[config.mk]
export PLATFORM = sky130hd
export DESIGN_NAME = pte_attr_unit
export DESIGN_NICKNAME = d
export VERILOG_FILES = /design/src/rtl/pte_attr_pkg.sv /design/src/rtl/pte_perm_check.sv /design/src/rtl/pte_cache_resolve.sv /design/src/rtl/pte_attr_ctrl.sv /design/src/rtl/pte_attr_unit.sv
export SDC_FILE = /design/constraint.sdc
export NUM_CORES = 1
export LEC_CHECK = 0
export ABC_AREA = 0
export BUFFER_PORTS_ARGS = -buffer_cell sky130_fd_sc_hd__buf_2
export CORE_MARGIN = 4
export CORE_UTILIZATION = 39
export CTS_CLUSTER_SIZE = 8
export DETAILED_ROUTE_END_ITERATION = 8
export MAX_ROUTING_LAYER = met4
export PLACE_DENSITY = 0.77
export REMOVE_ABC_BUFFERS = 1
export SLEW_MARGIN = 25
export SYNTH_ARGS = -nofsm -noshare
export SYNTH_HDL_FRONTEND = slang
export SYNTH_SLANG_ARGS = --single-unit
[constraint.sdc]
create_clock -name clk -period 1.2 [get_ports clk]
set_input_delay 0.24 -clock clk [delete_from_list [all_inputs] [get_ports clk]]
set_output_delay 0.24 -clock clk [all_outputs]
set_load 0.01 [all_outputs]
[src/rtl/pte_attr_pkg.sv]
// Package: bit positions, fault codes and shared types of the page entry
// attribute checker. Assumes a 32-bit entry with the flag bits low.
package pte_attr_pkg;
    localparam int ENTRY_W = 32;
    localparam int B_PRES  = 0;
    localparam int B_RW    = 1;
    localparam int B_USER  = 2;
    localparam int B_WT    = 3;
    localparam int B_NC    = 4;
    localparam int B_ACC   = 5;

    typedef enum logic [1:0] {
        FLT_NONE   = 2'd0,
        FLT_ABSENT = 2'd1,
        FLT_PROT   = 2'd2
    } fault_e;

    typedef enum logic [1:0] {
        ST_IDLE = 2'd0,
        ST_WB   = 2'd1,
        ST_RSP  = 2'd2
    } state_e;

    typedef struct packed {
        logic cacheable;
        logic wthru;
    } cattr_t;
endpackage

[src/rtl/pte_perm_check.sv]
// Module: pte_perm_check
// Combinational protection check for one access. Assumes the caller
// supplies only the present, writable and user flags of the entry.
module pte_perm_check
    import pte_attr_pkg::*;
(
    input  logic   present,
    input  logic   writable,
    input  logic   user_page,
    input  logic   is_write,
    input  logic   is_user,
    input  logic   wp_on,
    output fault_e fault
);
    logic ro_hit;

    // Decide the outcome: absence dominates, then privilege, then write rules.
    always_comb begin
        ro_hit = is_write && !writable && (is_user || wp_on);
        if (!present) begin
            fault = FLT_ABSENT;
        end else if ((is_user && !user_page) || ro_hit) begin
            fault = FLT_PROT;
        end else begin
            fault = FLT_NONE;
        end
    end
endmodule

[src/rtl/pte_cache_resolve.sv]
// Module: pte_cache_resolve
// Resolves per-page cache bits against the global cache-off override.
// Assumes an absent entry must report neither caching nor write-through.
module pte_cache_resolve
    import pte_attr_pkg::*;
(
    input  logic   present,
    input  logic   wt_bit,
    input  logic   nc_bit,
    input  logic   cache_off,
    output cattr_t attr
);
    logic nc_eff;

    // Force non-cacheable under the override and drop the policy bit.
    always_comb begin
        nc_eff         = nc_bit || cache_off;
        attr.cacheable = present && !nc_eff;
        attr.wthru     = present && !cache_off && wt_bit;
    end
endmodule

[src/rtl/pte_attr_ctrl.sv]
// Module: pte_attr_ctrl
// Handshake sequencer. Captures precomputed results at acceptance, runs an
// optional held write-back, then pulses the response for one cycle.
// Assumes mem_wr_done is only meaningful while mem_wr_en is high.
module pte_attr_ctrl
    import pte_attr_pkg::*;
#(
    parameter int AW = 30,
    parameter int EW = ENTRY_W
) (
    input  logic          clk,
    input  logic          rst_n,
    input  logic          req_valid,
    output logic          req_ready,
    input  fault_e        in_fault,
    input  cattr_t        in_attr,
    input  logic [EW-1:0] in_entry,
    input  logic [AW-1:0] in_addr,
    input  logic          in_need_wb,
    output logic          mem_wr_en,
    output logic [AW-1:0] mem_wr_addr,
    output logic [EW-1:0] mem_wr_data,
    input  logic          mem_wr_done,
    output logic          rsp_valid,
    output fault_e        rsp_fault,
    output cattr_t        rsp_attr,
    output logic [EW-1:0] rsp_entry
);
    state_e        state_q;
    state_e        state_d;
    fault_e        fault_q;
    cattr_t        attr_q;
    logic [EW-1:0] entry_q;
    logic [AW-1:0] addr_q;
    logic          accept;

    assign accept = req_valid && (state_q == ST_IDLE);

    // Next-state choice for the transaction sequence.
    always_comb begin
        state_d = state_q;
        case (state_q)
            ST_IDLE: if (accept) state_d = in_need_wb ? ST_WB : ST_RSP;
            ST_WB:   if (mem_wr_done) state_d = ST_RSP;
            ST_RSP:  state_d = ST_IDLE;
            default: state_d = ST_IDLE;
        endcase
    end

    // State register with synchronous active-low reset.
    always_ff @(posedge clk) begin
        if (!rst_n) state_q <= ST_IDLE;
        else        state_q <= state_d;
    end

    // Capture the results of the accepted request.
    always_ff @(posedge clk) begin
        if (!rst_n) begin
            fault_q <= FLT_NONE;
            attr_q  <= '0;
            entry_q <= '0;
            addr_q  <= '0;
        end else if (accept) begin
            fault_q <= in_fault;
            attr_q  <= in_attr;
            entry_q <= in_entry;
            addr_q  <= in_addr;
        end
    end

    // Drive the handshake, write port and response outputs.
    always_comb begin
        req_ready   = (state_q == ST_IDLE);
        mem_wr_en   = (state_q == ST_WB);
        mem_wr_addr = addr_q;
        mem_wr_data = entry_q;
        rsp_valid   = (state_q == ST_RSP);
        rsp_fault   = fault_q;
        rsp_attr    = attr_q;
        rsp_entry   = entry_q;
    end
endmodule

[src/rtl/pte_attr_unit.sv]
// Module: pte_attr_unit (top)
// Page entry attribute checker: protection check, cache attribute
// resolution and accessed-bit write-back in one handshaked transaction.
// Assumes request inputs are stable in the cycle they are offered.
module pte_attr_unit
    import pte_attr_pkg::*;
#(
    parameter int AW = 30
) (
    input  logic               clk,
    input  logic               rst_n,
    input  logic               req_valid,
    output logic               req_ready,
    input  logic [ENTRY_W-1:0] req_entry,
    input  logic [AW-1:0]      req_addr,
    input  logic               req_write,
    input  logic               req_user,
    input  logic               wp_strap,
    input  logic               cache_off,
    output logic               mem_wr_en,
    output logic [AW-1:0]      mem_wr_addr,
    output logic [ENTRY_W-1:0] mem_wr_data,
    input  logic               mem_wr_done,
    output logic               rsp_valid,
    output logic [1:0]         rsp_fault,
    output logic               rsp_cacheable,
    output logic               rsp_wthru,
    output logic [ENTRY_W-1:0] rsp_entry
);
    fault_e             chk_fault;
    cattr_t             chk_attr;
    logic               mark_acc;
    logic [ENTRY_W-1:0] upd_entry;
    fault_e             out_fault;
    cattr_t             out_attr;

    pte_perm_check u_perm (
        .present   (req_entry[B_PRES]),
        .writable  (req_entry[B_RW]),
        .user_page (req_entry[B_USER]),
        .is_write  (req_write),
        .is_user   (req_user),
        .wp_on     (wp_strap),
        .fault     (chk_fault)
    );

    pte_cache_resolve u_cache (
        .present   (req_entry[B_PRES]),
        .wt_bit    (req_entry[B_WT]),
        .nc_bit    (req_entry[B_NC]),
        .cache_off (cache_off),
        .attr      (chk_attr)
    );

    // Set the accessed bit only on a clean access that finds it clear.
    always_comb begin
        mark_acc           = (chk_fault == FLT_NONE) && !req_entry[B_ACC];
        upd_entry          = req_entry;
        upd_entry[B_ACC]   = req_entry[B_ACC] || (chk_fault == FLT_NONE);
    end

    pte_attr_ctrl #(.AW(AW), .EW(ENTRY_W)) u_ctrl (
        .clk         (clk),
        .rst_n       (rst_n),
        .req_valid   (req_valid),
        .req_ready   (req_ready),
        .in_fault    (chk_fault),
        .in_attr     (chk_attr),
        .in_entry    (upd_entry),
        .in_addr     (req_addr),
        .in_need_wb  (mark_acc),
        .mem_wr_en   (mem_wr_en),
        .mem_wr_addr (mem_wr_addr),
        .mem_wr_data (mem_wr_data),
        .mem_wr_done (mem_wr_done),
        .rsp_valid   (rsp_valid),
        .rsp_fault   (out_fault),
        .rsp_attr    (out_attr),
        .rsp_entry   (rsp_entry)
    );

    // Flatten response types onto plain ports.
    always_comb begin
        rsp_fault     = out_fault;
        rsp_cacheable = out_attr.cacheable;
        rsp_wthru     = out_attr.wthru;
    end
endmodule

==> flow_summary.toml, run 1 <==
[critical_path]
cp-end-kind = "output port"
critPathLaunchType = "flop"
crit_type = "flop to output port"
cp_max_fo = 3
regToRegSetupSlack_ns = -0.10
cp-startpoint = "u_ctrl.state_q[0]"
timing.rr.start = "u_ctrl.state_q[0]"
cp.required_ns = 0.96
critical_path_arrival_ns = 1.09

[sta]
skew_ns = 0.00444
setup_viol_count_final = 39
relSlewSlack_pct = 78.6
fmax_mhz = 754
period_share_pct = 110
worst_pin_slew_ns = 0.319
rsz0062_at_grt = "yes"
setup_ws_ns = -0.126
min_period_ns = 1.33
fin_tns_setup_ns = -2.16
hold_viol = 0
slew_violations = 0

[yosys]
yosysWarnings = 0
ys_seq_elements = 68
netlist_instances = 335
synth-seq-area-share_pct = 48.6
netlist_area_sq_um = 2800
yosys.cell_types.count = 22
synth.avg_cell_area_sq_um = 8.36

[global_routing]
grt_pass1_wl_mm = 11.2
antenna_found_initial = 0
grt_max_degree = 39
grt_pass1_vias = 2415
track_usage_pct = 16.6
grt-ovfl-total = 0

[worst_hold_path]
hold_class = "primary input to flop"
hp-start = "req_entry[20]"

[layout]
area_growth_syn_to_layout_pct = 49.0
finalNonFillerCells = 584
post_route_cells_drive_above_1_share_pct = 51.0
diodes = 0
nNetsFinal = 553

[cts]
h-tree-depth = 3
cts_tree = "built"
clk_latency_ns = 0.33
clk_pin_slew_ns = 0.07
clkSinkCount = 68
root_buffer = "clkbuf_8"
numCtsBuffers = 9
postCtsHoldBufs = 0
clockBufferDepth = 2

[power_and_ir_drop]
vdd_drop_max_v = 0.000870
power_density_nw_per_um2 = 1340
totalPowerFinal_w = 0.00557
leakagePower_nw = 2.11

[placed_design]
io_buffers = 170
dp_hpwl_mm = 5.30
gp_congestion = 0.743
placed_cells = 564
pre_cts_slack_ns = -0.0608

[detailed_routing]
dr.pass1.iters = 6
routed_wl_mm = 7.52
drt_iter0_drc = 69
route.detailed.drc = 0
viasPerCell = 4.61
wire_per_inst_um = 12.9
final_antenna_net_count = 0
vias = 2695

[run_status]
violations = "negative setup slack"
status = "complete, but fails checks"

[die]
die_area_sq_um = 8600
core_region_area_sq_um = 6870
ios = 171
die_h_um = 92.7
start_util_pct = 40.7
fp.dieW_um = 92.7
rows = 30

[flow_run]
drv_cap = 0
[cells in the mapped netlist (all sizes together)]
master	number	share of area [%]
nand4b	2	0.63
dfxtp	68	49
nand3	1	0.18
or4b	1	0.36
nand2	127	17
o21ai	4	0.72
nor2b	2	0.45
clkbuf	10	1.3
a21oi	2	0.36
buf	43	11
inv	1	0.13
nor3	1	0.18
o211ai	1	0.27
nor3b	1	0.45
a21boi	64	17
nand2b	2	0.45
nor2	4	0.63
a31o	1	0.31
[path summary, 6_finish.rpt]
check / endpoint / depth (start not counted)
min: u_ctrl.mem_wr_data[20] / 3
min reg2reg: u_ctrl.mem_wr_addr[6] / 2
max: mem_wr_en / 3
max reg2reg: u_ctrl.mem_wr_data[9] / 5
[cells by family after synthesis]
kind of cell | after synthesis | synth area share [%]
AND/OR/NAND/NOR | 141 | 20.3
flip-flops | 68 | 48.6
AO/OA/AOI/OAI | 72 | 18.8
buffers and inverters | 54 | 12.2
[cell type report]
type | count | area [sq um]
inverter | 1 | 3.75
sequential | 68 | 1370
tap | 96 | 120
timing repair buffer | 190 | 1140
clock buffer | 11 | 141
fill | 629 | 2700
multi-input combinational | 213 | 1320
clock inverter | 5 | 75.1
[critical path, cell delays in order, from the launching register on]
cell     delay (ns)
dfxtp_4        0.38
buf_6          0.11
nor2b_4        0.15
buf_6          0.11
[report_power, final]
| group | internal, W | switching, W |
|---|---|---|
| logic | 0.000511 | 0.000547 |
| clock network | 0.00122 | 0.000814 |
| registers | 0.00240 | 0.0000875 |
| total | 0.00413 | 0.00145 |
[state kept, by name, summed over array words and instances (netlist names)]
name,cells
u_ctrl.state_q,2
u_ctrl.mem_wr_addr,30
u_ctrl.mem_wr_data,32
u_ctrl.rsp_fault,2
u_ctrl.rsp_attr,2
[cell usage in the layout (no fill, tap or decap)]
master | synthesis | layout
buf_2 | 9 | 168
nand2_1 | 127 | 110
dfxtp_1 | 68 | 66
a21boi_1 | 60 | 47
nand2_4 | 0 | 16
a21boi_2 | 0 | 16
clkbuf_8 | 0 | 10
buf_6 | 0 | 8
buf_4 | 34 | 7
buf_12 | 0 | 4
nor2_1 | 3 | 3
clkinv_2 | 0 | 3
nor2b_4 | 0 | 2
nand2b_1 | 2 | 2
o21ai_2 | 0 | 2
nand4b_1 | 2 | 2
bufinv_16 | 0 | 2
clkbuf_16 | 0 | 2
dfxtp_4 | 0 | 2
nor2_2 | 1 | 1
nor3b_4 | 0 | 1
nand2_2 | 0 | 1
o211ai_1 | 1 | 1
a21oi_1 | 2 | 1
a21oi_2 | 0 | 1
inv_1 | 1 | 1
nor3_2 | 0 | 1
a31o_1 | 1 | 1
o21ai_1 | 2 | 1
or4b_1 | 1 | 1
o21ai_0 | 2 | 1
nand3_2 | 0 | 1
a21boi_0 | 4 | 1
clkbuf_1 | 10 | 1
buf_16 | 0 | 1
[metrics by stage]
step	utilization, %	hold WS [ns]	cell area, sq um
floorplan	-	0.330	2460
global placement	52.4	0.437	3600
detailed placement	52.4	0.442	3600
CTS	56.5	0.124	3880
global route	60.7	0.126	4170
finish	60.7	0.142	4170
[timing repair]
action | in CTS | in global routing
endpoints found under the setup margin | 14 | 56
setup buffers | 0 | 1
gates resized for setup | 12 | 65
gates cloned | 1 | 2
pin swaps | 1 | 35
[metal layers]
layer	vias up	wire, um	GRT usage, %
met5	-	0	-
met4	0	92	5.13
met3	10	663	4.47
met2	113	3750	28.5
met1	1228	3020	18.8
li1	1344	-	-
(Power assumes the default switching activity.)
==> run 2, diff against run 1 <==
--- a/config.mk
+++ b/config.mk
@@ -11,7 +11,6 @@
 export CORE_UTILIZATION = 39
 export CTS_CLUSTER_SIZE = 8
 export DETAILED_ROUTE_END_ITERATION = 8
-export MAX_ROUTING_LAYER = met4
 export PLACE_DENSITY = 0.77
 export REMOVE_ABC_BUFFERS = 1
 export SLEW_MARGIN = 25
==> run 2 against run 1 <==
The flow still finishes with violations (negative setup slack). Via count hardly changed. Cell area stayed put. Sequential share of layout area stayed put. Flip-flop and latch count stayed put. Core utilization stayed put. Non-clock buffer count stayed put. Highest routed layer unchanged.
==> flow_summary.toml, run 2 (synthesis results as in run 1) <==
[power_and_ir_drop]
clockPowerShare_pct = 36.5
pwr-share-comb_pct = 19.0
p_seq_share_pct = 44.6
vdd_drop_max_v = 0.000873
totalPowerFinal_w = 0.00558
internal_power_w = 0.00413
power_density_nw_per_um2 = 1340
netSwitchingPower_w = 0.00145
leakagePower_nw = 2.11
sw_frac_of_total_pct = 26.0

[die]
core_region_area_sq_um = 6870
start_util_pct = 40.7
fp.dieW_um = 92.7
rows = 30
ios = 171
die_h_um = 92.7
die_area_sq_um = 8600

[detailed_routing]
dr.pass1.iters = 4
route.detailed.drc = 0
routed_wl_mm = 7.55
final_antenna_net_count = 0
wire_per_inst_um = 12.9
vias = 2697
viasPerCell = 4.62
drt_iter0_drc = 67

[sta]
period_share_pct = 110
setup_ws_ns = -0.126
skew_ns = 0.00418
relSlewSlack_pct = 78.6
rsz0062_at_grt = "yes"
fmax_mhz = 754
worst_pin_slew_ns = 0.319
min_period_ns = 1.33
hold_viol = 0
setup_viol_count_final = 39
slew_violations = 0

[cts]
clkSinkCount = 68
root_buffer = "clkbuf_8"
h-tree-depth = 3
clk_latency_ns = 0.32
clk_pin_slew_ns = 0.07
clockBufferDepth = 2
postCtsHoldBufs = 0
cts_tree = "built"
numCtsBuffers = 9

[placed_design]
dp_hpwl_mm = 5.30
gp_congestion = 0.734
pre_cts_slack_ns = -0.0608
place_area_sq_um = 3600
io_buffers = 170

[layout]
largest_reg_flops = 32
finish.utilization_pct = 60.7
post_route_cells_drive_above_1_share_pct = 51.0
nNetsFinal = 553
mostFrequentLayoutCells = "168 x buf_2, 110 x nand2_1, 66 x dfxtp_1, 47 x a21boi_1"
area_growth_syn_to_layout_pct = 49.0
mostFrequentLayoutCell = "buf_2"
diodes = 0
finalInstanceArea_sq_um = 4170

[critical_path]
crit_type = "flop to output port"
worstReg2RegEnd = "u_ctrl.mem_wr_data[9]"
regToRegSetupSlack_ns = -0.10
timing.rr.start = "u_ctrl.state_q[0]"
r2r_cells = 5
critical_path_arrival_ns = 1.09
cp-end-kind = "output port"
critPathLaunchType = "flop"
cp.required_ns = 0.96
cp_max_fo = 3

[global_routing]
grt_max_degree = 39
grt_pass1_vias = 2420
grt-ovfl-total = 0
track_usage_pct = 16.1
antenna_found_initial = 0
grt_pass1_wl_mm = 11.2

[run_status]
status = "complete, but fails checks"
violations = "negative setup slack"

[flow_run]
drv_cap = 0

[worst_hold_path]
min_to = "u_ctrl.mem_wr_data[20]"
holdPathStages = 3
hp-start = "req_entry[20]"
hold_class = "primary input to flop"
[run 2: cell type report]
class                           count  area [sq um]
Clock buffer                       11           141
Clock inverter                      5          75.1
Fill cell                         629          2700
Inverter                            1          3.75
Multi-Input combinational cell    213          1320
Sequential cell                    68          1370
Tap cell                           96           120
Timing Repair Buffer              190          1140
[run 2: how the worst max path moves through the flow]
stage | to | from | slack (ns) | cells after the start
detailed placement | u_ctrl.rsp_attr[1] | u_ctrl.state_q[1] | -0.06 | 4
global placement | u_ctrl.rsp_attr[1] | u_ctrl.state_q[1] | 0.006 | 4
floorplan | u_ctrl.state_q[0] | u_ctrl.state_q[1] | -1.60 | 4
finish | mem_wr_en | u_ctrl.state_q[0] | -0.13 | 3
CTS | rsp_valid | u_ctrl.state_q[1] | -0.12 | 3
global route | mem_wr_en | u_ctrl.state_q[0] | -0.17 | 3
[run 2: per-stage QoR]
stage | TNS [ns] | hold slack, ns | std cells
CTS | -0.347 | 0.124 | 581
detailed placement | -0.0615 | 0.442 | 564
finish | -2.18 | 0.143 | 584
global placement | 0 | 0.437 | 564
global route | -3.90 | 0.126 | 584
floorplan | -96.38 | 0.330 | 282
[run 2: layer usage]
metal | up-vias | share of wire, % | global-route usage, %
met2 | 110 | 49 | 28.5
met5 | - | 0 | 0
li1 | 1345 | - | -
met4 | 0 | 1.3 | 5.13
met1 | 1232 | 40 | 18.5
met3 | 10 | 9.1 | 4.96
[run 2: worst max-delay path, stage by stage (launching register included)]
cell     delay (ns)
dfxtp_4        0.38
buf_6          0.11
nor2b_4        0.15
buf_6          0.11
[run 2: power groups by stage]
stage | logic [W] | registers [W] | clock network, W
floorplan | 0.000286 | 0.00264 | 0
global placement | 0.000880 | 0.00253 | 0
detailed placement | 0.000891 | 0.00254 | 0
CTS | 0.000926 | 0.00248 | 0.00210
global route | 0.00114 | 0.00251 | 0.00221
finish | 0.00106 | 0.00249 | 0.00203
[run 2: repair_timing]
item | 4_1_cts | 5_1_grt
pin swaps | 1 | 35
setup endpoints to repair | 14 | 56
buffers inserted | 0 | 1
gates cloned | 1 | 2
resized for setup | 12 | 65
